File: src/rtl/fdp_pkg.sv
package fdp_pkg;
  typedef enum logic [2:0] {
    ST_IDLE,
    ST_ARM,
    ST_POLL,
    ST_CONF,
    ST_SETTLE,
    ST_FINAL
  } fdp_state_t;

  localparam int PROG_STROBES  = 4;
  localparam int ERASE_STROBES = 6;
  localparam int BIT_CPL       = 7;
  localparam int BIT_TGL       = 6;
endpackage

File: src/rtl/fdp_counter.sv
module fdp_counter #(
  parameter int W = 8
) (
  input  logic         clk,
  input  logic         rst_n,
  input  logic         clr,
  input  logic         en,
  output logic [W-1:0] cnt_o
);
  logic [W-1:0] cnt_q, cnt_d;

  always_comb begin
    cnt_d = cnt_q;
    if (clr)                      cnt_d = '0;
    else if (en && cnt_q != '1)   cnt_d = cnt_q + 1'b1;
  end

  always_ff @(posedge clk or negedge rst_n) begin
    if (!rst_n) cnt_q <= '0;
    else        cnt_q <= cnt_d;
  end

  assign cnt_o = cnt_q;
endmodule

File: src/rtl/fdp_strobe_gate.sv
module fdp_strobe_gate
  import fdp_pkg::*;
(
  input  logic clk,
  input  logic rst_n,
  input  logic clr,
  input  logic strobe,
  input  logic erase,
  output logic last_o
);
  localparam int CW = $clog2(ERASE_STROBES + 1);

  logic [CW-1:0] cnt_q, cnt_d, need;

  assign need   = erase ? CW'(ERASE_STROBES - 1) : CW'(PROG_STROBES - 1);
  assign last_o = strobe && (cnt_q == need);

  always_comb begin
    cnt_d = cnt_q;
    if (clr)         cnt_d = '0;
    else if (strobe) cnt_d = cnt_q + 1'b1;
  end

  always_ff @(posedge clk or negedge rst_n) begin
    if (!rst_n) cnt_q <= '0;
    else        cnt_q <= cnt_d;
  end
endmodule

File: src/rtl/fdp_status_eval.sv
module fdp_status_eval (
  input  logic toggle,
  input  logic erase,
  input  logic exp_msb,
  input  logic word_b7,
  input  logic word_b6,
  input  logic prev_b6,
  input  logic prev_vld,
  output logic ok_o
);
  always_comb begin
    if (toggle)     ok_o = prev_vld && (word_b6 == prev_b6);
    else if (erase) ok_o = word_b7;
    else            ok_o = (word_b7 == exp_msb);
  end
endmodule

File: src/rtl/flash_done_poller.sv
module flash_done_poller
  import fdp_pkg::*;
#(
  parameter int DW         = 16,
  parameter int TW         = 16,
  parameter int SETTLE_CYC = 125
) (
  input  logic          clk,
  input  logic          rst_n,
  input  logic          start_i,
  input  logic          op_erase_i,
  input  logic          mode_toggle_i,
  input  logic          exp_msb_i,
  input  logic [TW-1:0] timeout_i,
  input  logic          cmd_strobe_i,
  output logic          rd_req_o,
  input  logic          rd_ack_i,
  input  logic [DW-1:0] rd_data_i,
  output logic          busy_o,
  output logic          done_o,
  output logic          err_o,
  output logic [DW-1:0] result_o
);
  localparam int SW = $clog2(SETTLE_CYC + 1);

  fdp_state_t    state_q, state_d;
  logic          erase_q, erase_d, toggle_q, toggle_d, expb_q, expb_d;
  logic [TW-1:0] tmo_q, tmo_d;
  logic          prev6_q, prev6_d, pvld_q, pvld_d, conf_q, conf_d;
  logic          req_q, req_d, done_q, done_d, err_q, err_d;
  logic [DW-1:0] res_q, res_d;

  logic          fire, ok, gate_last, expired, settle_end;
  logic [TW-1:0] poll_cnt;
  logic [SW-1:0] settle_cnt;

  assign fire = req_q && rd_ack_i;

  fdp_strobe_gate u_gate (
    .clk    (clk),
    .rst_n  (rst_n),
    .clr    (state_q == ST_IDLE),
    .strobe (cmd_strobe_i && (state_q == ST_ARM)),
    .erase  (erase_q),
    .last_o (gate_last)
  );

  fdp_counter #(.W(TW)) u_poll_tmr (
    .clk   (clk),
    .rst_n (rst_n),
    .clr   (!(state_q inside {ST_POLL, ST_CONF})),
    .en    (1'b1),
    .cnt_o (poll_cnt)
  );

  fdp_counter #(.W(SW)) u_settle_tmr (
    .clk   (clk),
    .rst_n (rst_n),
    .clr   (state_q != ST_SETTLE),
    .en    (1'b1),
    .cnt_o (settle_cnt)
  );

  fdp_status_eval u_eval (
    .toggle   (toggle_q),
    .erase    (erase_q),
    .exp_msb  (expb_q),
    .word_b7  (rd_data_i[BIT_CPL]),
    .word_b6  (rd_data_i[BIT_TGL]),
    .prev_b6  (prev6_q),
    .prev_vld (pvld_q),
    .ok_o     (ok)
  );

  assign expired    = (poll_cnt >= tmo_q);
  assign settle_end = (settle_cnt == SW'(SETTLE_CYC - 1));

  always_comb begin
    state_d  = state_q;
    erase_d  = erase_q;
    toggle_d = toggle_q;
    expb_d   = expb_q;
    tmo_d    = tmo_q;
    prev6_d  = prev6_q;
    pvld_d   = pvld_q;
    conf_d   = conf_q;
    res_d    = res_q;
    done_d   = 1'b0;
    err_d    = 1'b0;
    unique case (state_q)
      ST_IDLE: begin
        if (start_i) begin
          erase_d  = op_erase_i;
          toggle_d = mode_toggle_i;
          expb_d   = exp_msb_i;
          tmo_d    = timeout_i;
          state_d  = ST_ARM;
        end
      end
      ST_ARM: begin
        if (gate_last) begin
          pvld_d  = 1'b0;
          state_d = ST_POLL;
        end
      end
      ST_POLL: begin
        if (fire) begin
          prev6_d = rd_data_i[BIT_TGL];
          pvld_d  = 1'b1;
          if (ok) begin
            conf_d  = 1'b0;
            state_d = ST_CONF;
          end else if (expired) begin
            err_d   = 1'b1;
            state_d = ST_IDLE;
          end
        end
      end
      ST_CONF: begin
        if (fire) begin
          prev6_d = rd_data_i[BIT_TGL];
          pvld_d  = 1'b1;
          if (!ok)        state_d = ST_POLL;
          else if (conf_q) state_d = ST_SETTLE;
          else            conf_d  = 1'b1;
        end
      end
      ST_SETTLE: begin
        if (settle_end) state_d = ST_FINAL;
      end
      ST_FINAL: begin
        if (fire) begin
          res_d   = rd_data_i;
          done_d  = 1'b1;
          state_d = ST_IDLE;
        end
      end
      default: state_d = ST_IDLE;
    endcase
    req_d = (state_d inside {ST_POLL, ST_CONF, ST_FINAL}) && !fire;
  end

  always_ff @(posedge clk or negedge rst_n) begin
    if (!rst_n) begin
      state_q  <= ST_IDLE;
      erase_q  <= 1'b0;
      toggle_q <= 1'b0;
      expb_q   <= 1'b0;
      tmo_q    <= '0;
      prev6_q  <= 1'b0;
      pvld_q   <= 1'b0;
      conf_q   <= 1'b0;
      req_q    <= 1'b0;
      done_q   <= 1'b0;
      err_q    <= 1'b0;
      res_q    <= '0;
    end else begin
      state_q  <= state_d;
      erase_q  <= erase_d;
      toggle_q <= toggle_d;
      expb_q   <= expb_d;
      tmo_q    <= tmo_d;
      prev6_q  <= prev6_d;
      pvld_q   <= pvld_d;
      conf_q   <= conf_d;
      req_q    <= req_d;
      done_q   <= done_d;
      err_q    <= err_d;
      res_q    <= res_d;
    end
  end

  assign rd_req_o = req_q;
  assign busy_o   = (state_q != ST_IDLE);
  assign done_o   = done_q;
  assign err_o    = err_q;
  assign result_o = res_q;
endmodule

File: config.mk
export PLATFORM = sky130hd
export DESIGN_NAME = flash_done_poller
export DESIGN_NICKNAME = d
export VERILOG_FILES = /design/src/rtl/fdp_pkg.sv /design/src/rtl/fdp_counter.sv /design/src/rtl/fdp_strobe_gate.sv /design/src/rtl/fdp_status_eval.sv /design/src/rtl/flash_done_poller.sv
export SDC_FILE = /design/constraint.sdc
export NUM_CORES = 1
export LEC_CHECK = 0
export BUFFER_PORTS_ARGS = -buffer_cell sky130_fd_sc_hd__buf_2
export CORE_MARGIN = 8
export CORE_UTILIZATION = 56
export CTS_CLUSTER_SIZE = 10
export DETAILED_ROUTE_END_ITERATION = 8
export PLACE_DENSITY = 0.8
export RECOVER_POWER = 50
export SYNTH_ARGS = -nofsm -noshare
export SYNTH_HDL_FRONTEND = slang
export SYNTH_SLANG_ARGS = --single-unit
File: constraint.sdc
create_clock -name clk -period 2.49 [get_ports clk]
set_input_delay 0.3735 -clock clk [delete_from_list [all_inputs] [get_ports clk]]
set_output_delay 0.3735 -clock clk [all_outputs]
set_load 0.005 [all_outputs]
==> PnR_summary.wiki <==
{| class="wikitable"
! Metric !! Value
|-
| Number of slew-limit violations in the final report || 71
|-
| Final Instance Count excl. Fillers || 493
|-
| Number of antenna violations at the first check in global routing || 0
|-
| Clock tree from TritonCTS || done
|-
| Worst-path cell chain || inv_1, ha_1, nand2b_4, a2111o_1, a221o_1, a211o_1, a31oi_1
|-
| Total number of vias || 2,706
|-
| Fillers || 475
|-
| Peak clock frequency supported by timing || 475 MHz
|-
| Fraction of synthesis flops using an asynchronous set or reset pin || 100%
|-
| Failing checks || max-capacitance violations, max-slew violations
|-
| Core ar. || 6200 µm²
|-
| Overall die area || 9080 µm²
|-
| Site row count || 29
|-
| Path class of the lowest-slack min-delay path || in -> reg
|-
| Max stage delay cell, worst path || dfrtp_1
|-
| P_leak || 1.99 nW
|-
| Run status || complete, but fails checks
|-
| Routed wirelength normalized by instance count || 14.7 µm
|-
| Net Count, Synth || 404
|-
| Post-layout minimum cycle time || 2.11 ns
|-
| Number of warning messages in the yosys log || 0
|-
| Final Hold Viols || 0
|-
| Post-detailed-route via-to-cell ratio || 5.49
|-
| Total standard cell area after synthesis || 3520 µm²
|-
| Switching Fraction || 31.9%
|-
| Crit Path Max Fanout || 4
|-
| Initial DRC count || 89
|-
| Clock latency at the later pin of the worst-skew pair || 0.35 ns
|-
| Internal portion of total power || 2.69 mW
|-
| Via count of the first global-routing pass || 2,789
|-
| Flip-flop and latch count after synthesis || 70
|-
| Worst Path Buf+Inv || 1
|-
| Placed wire-length estimate after detailed placement || 5320 µm
|-
| Final period util || 84.6%
|-
| Count of hold buffers inserted by post-cts repair || 0
|-
| Overall die width || 95.3 µm
|-
| I/O Buffers || 59
|-
| Antenna diode count || 0
|-
| Number of buffers created by CTS || 9
|-
| Synthesized area divided by synthesized cell count || 10.2 µm²
|-
| Ports placed on the boundary || 60
|-
| Setup fix buffers added after clock tree synthesis || 0
|-
| # Max-Cap Violations || 1
|-
| TritonRoute pass-1 iters || 4
|-
| CTS H-tree depth || 3
|-
| Clock input transition at the sequential cells of the worst setup and hold paths || 0.08 ns
|-
| Total Wirelength || 7240 µm
|-
| Total congestion overflow after global routing || 0
|-
| Die H || 95.3 µm
|-
| Combinational Power Share || 28.9%
|-
| Number of nets with antenna violations after detailed routing || 0
|-
| Leading register cell type out of synthesis || dfrtp_1
|-
| Sequential share of power || 42.8%
|-
| Net switching power || 1.26 mW
|-
| Worst Path Arrival || 2.37 ns
|-
| Family of cells with the greatest summed delay on the critical path || compound AO/OA/AOI/OAI gates
|-
| Share of final-layout standard cells stronger than drive strength 1 || 21.9%
|-
| Routability congestion estimate || 0.811
|-
| Transition time at the pin with the least slew margin || 1.68 ns
|-
| Cell types with the largest area share after synthesis || dfrtp_1 (50%), ha_1 (7.1%), mux2_1 (4.8%)
|-
| Initial cell density of the core || 56.7%
|-
| Biggest cell delay along the critical path || 0.40 ns
|-
| Dominant cell type by area after synthesis || dfrtp_1
|-
| Count of endpoints failing setup in the final report || 0
|-
| Peak VDD IR || 0.000631 V
|-
| PD cells || 952 nW/µm²
|-
| First-pass GRT wire length || 12,500 µm
|-
| Count of cell types in the netlist || 49
|-
| Count of flip-flops with a built-in enable after synthesis || 0
|-
| DR DRC count || 0
|-
| Gr usage total || 17.3%
|-
| # nets final || 471
|-
| Clock tree root driver cell || clkbuf_8
|-
| Number of sinks handled by clock tree synthesis || 70
|-
| Unrepaired setup endpoints after global routing || no
|-
| Critical Path RT || 2.75 ns
|-
| Area Overhead vs Synth || 17.9%
|-
| Placed Cells || 477
|-
| Area share of the largest cell type after synthesis || 49.8%
|-
| Worst setup EP type || flop
|-
| Clk pwr share || 28.2%
|-
| Gate Count Post-Synth || 344
|-
| Post-Route Setup TNS || 0 ns
|-
| Worst-case clock buffer depth || 2
|-
| Fraction of the yosys area taken by sequential cells || 49.8%
|-
| Post-CTS resize count || 0
|-
| Critical path class || reg -> reg
|-
| Setup clock skew after layout || 0.0106 ns
|-
| Remaining max-slew budget at the tightest pin || -12.0%
|-
| Worst setup SP type || flop
|-
| Maximum number of pins on one net before global-route repair || 71
|}
## metal layers
metal | part of all wire (%) | routed length [µm] | up-vias | track usage (%)
met4 | 1.6 | 113 | 0 | 7.15
met2 | 49 | 3510 | 75 | 28.6
met5 | 0 | 0 | - | 0
li1 | - | - | 1329 | -
met3 | 6.1 | 441 | 10 | 4.33
met1 | 44 | 3170 | 1292 | 21.2
## stage by stage
stage	util [%]	hold WS, ns	power, mW	worst slack, ns	instance area (µm²)
final	66.9	0.231	3.95	0.383	4150
after global routing	66.9	0.219	4.23	0.307	4150
after CTS	67.2	0.0501	4.01	0.382	4170
after detailed placement	63.3	0.430	2.88	0.417	3930
after global placement	63.3	0.426	2.80	0.460	3930
after floorplan	-	0.0779	2.46	0.528	3520
## registers in the layout (all words and copies together) (netlist names), 3 cells and up
| signal | count |
|---|---|
| result_o | 16 |
| tmo_q | 16 |
| u_poll_tmr.cnt_o | 16 |
| u_gate.cnt_q | 3 |
| u_settle_tmr.cnt_o | 7 |
| state_q | 3 |
## power by group through the flow
stage	Combinational (mW)	Sequential [mW]	Clock, mW
2_1_floorplan	0.787	1.67	0
3_3_place_gp	1.11	1.69	0
3_5_place_dp	1.17	1.71	0
4_1_cts	1.18	1.69	1.14
5_1_grt	1.29	1.74	1.20
6_report	1.14	1.69	1.12
## final timing paths
path                       depth (start not counted)                start  slack [ns]                    end
max in group asynchronous                          2                rst_n        0.94  u_settle_tmr.cnt_o[2]
min in group asynchronous                          2                rst_n        0.54               tmo_q[6]
max reg2reg                                        7  u_poll_tmr.cnt_o[0]        0.38             state_q[1]
max                                                7  u_poll_tmr.cnt_o[0]        0.38             state_q[1]
min                                                3        timeout_i[15]        0.23              tmo_q[15]
min reg2reg                                        1         result_o[13]        0.49           result_o[13]
## Yosys cell counts, drive strengths merged (3+ instances only)
cell / count
or2: 3
nand3: 13
a211oi: 4
nor3: 7
nor2: 32
a21oi: 13
nand2b: 4
mux2: 22
a31oi: 3
ha: 20
clkbuf: 3
xnor2: 14
dfrtp: 70
nand4: 5
o21ai: 27
or3: 3
nand2: 38
mux2i: 4
inv: 22
buf: 7
## worst min-delay path: cells and delay by family
| kind | cells | cell delay (ns) |
|---|---|---|
| buf+inv | 1 | 0.07 |
| compound gates | 1 | 0.06 |
| simple gates | 1 | 0.03 |
## layout make-up
class,instances,area [µm²],share of cell area (%)
clock buffer,9,124,2.98
clock inverter,7,123,2.95
inverter,22,82.6,1.99
multi-input combinational,242,1630,39.4
sequential,70,1750,42.2
tap,77,96.3,2.32
timing repair buffer,66,340,8.20
## cells in the final DEF, fill, tap and decap left out, types with 3 or more instances in the layout
| master | synthesis | layout |
|---|---|---|
| nand2_1 | 38 | 38 |
| mux2_1 | 15 | 15 |
| xnor2_1 | 14 | 14 |
| a211oi_1 | 4 | 4 |
| nand3_1 | 13 | 13 |
| buf_2 | 6 | 55 |
| o21ai_1 | 16 | 16 |
| inv_1 | 22 | 22 |
| or3_1 | 3 | 3 |
| buf_4 | 0 | 6 |
| dfrtp_1 | 70 | 70 |
| clkbuf_8 | 0 | 9 |
| nand4_1 | 5 | 5 |
| nor3_1 | 7 | 7 |
| ha_1 | 20 | 20 |
| mux2i_1 | 4 | 4 |
| a31oi_1 | 3 | 3 |
| bufinv_16 | 0 | 3 |
| o21ai_0 | 11 | 11 |
| nor2_1 | 30 | 30 |
| mux2_2 | 7 | 7 |
| clkbuf_1 | 3 | 4 |
| a21oi_1 | 13 | 13 |
## kinds of logic after synthesis
group / share of synthesized area (%)
XOR/XNOR: 3.73
flip-flops: 49.8
AO/OA/AOI/OAI: 10.9
buffers and inverters: 3.84
adder cells (fa/ha/maj): 7.11
AND/OR/NAND/NOR: 16.5
multiplexers: 8.17
No activity file was read; power rests on OpenSTA's default activity.
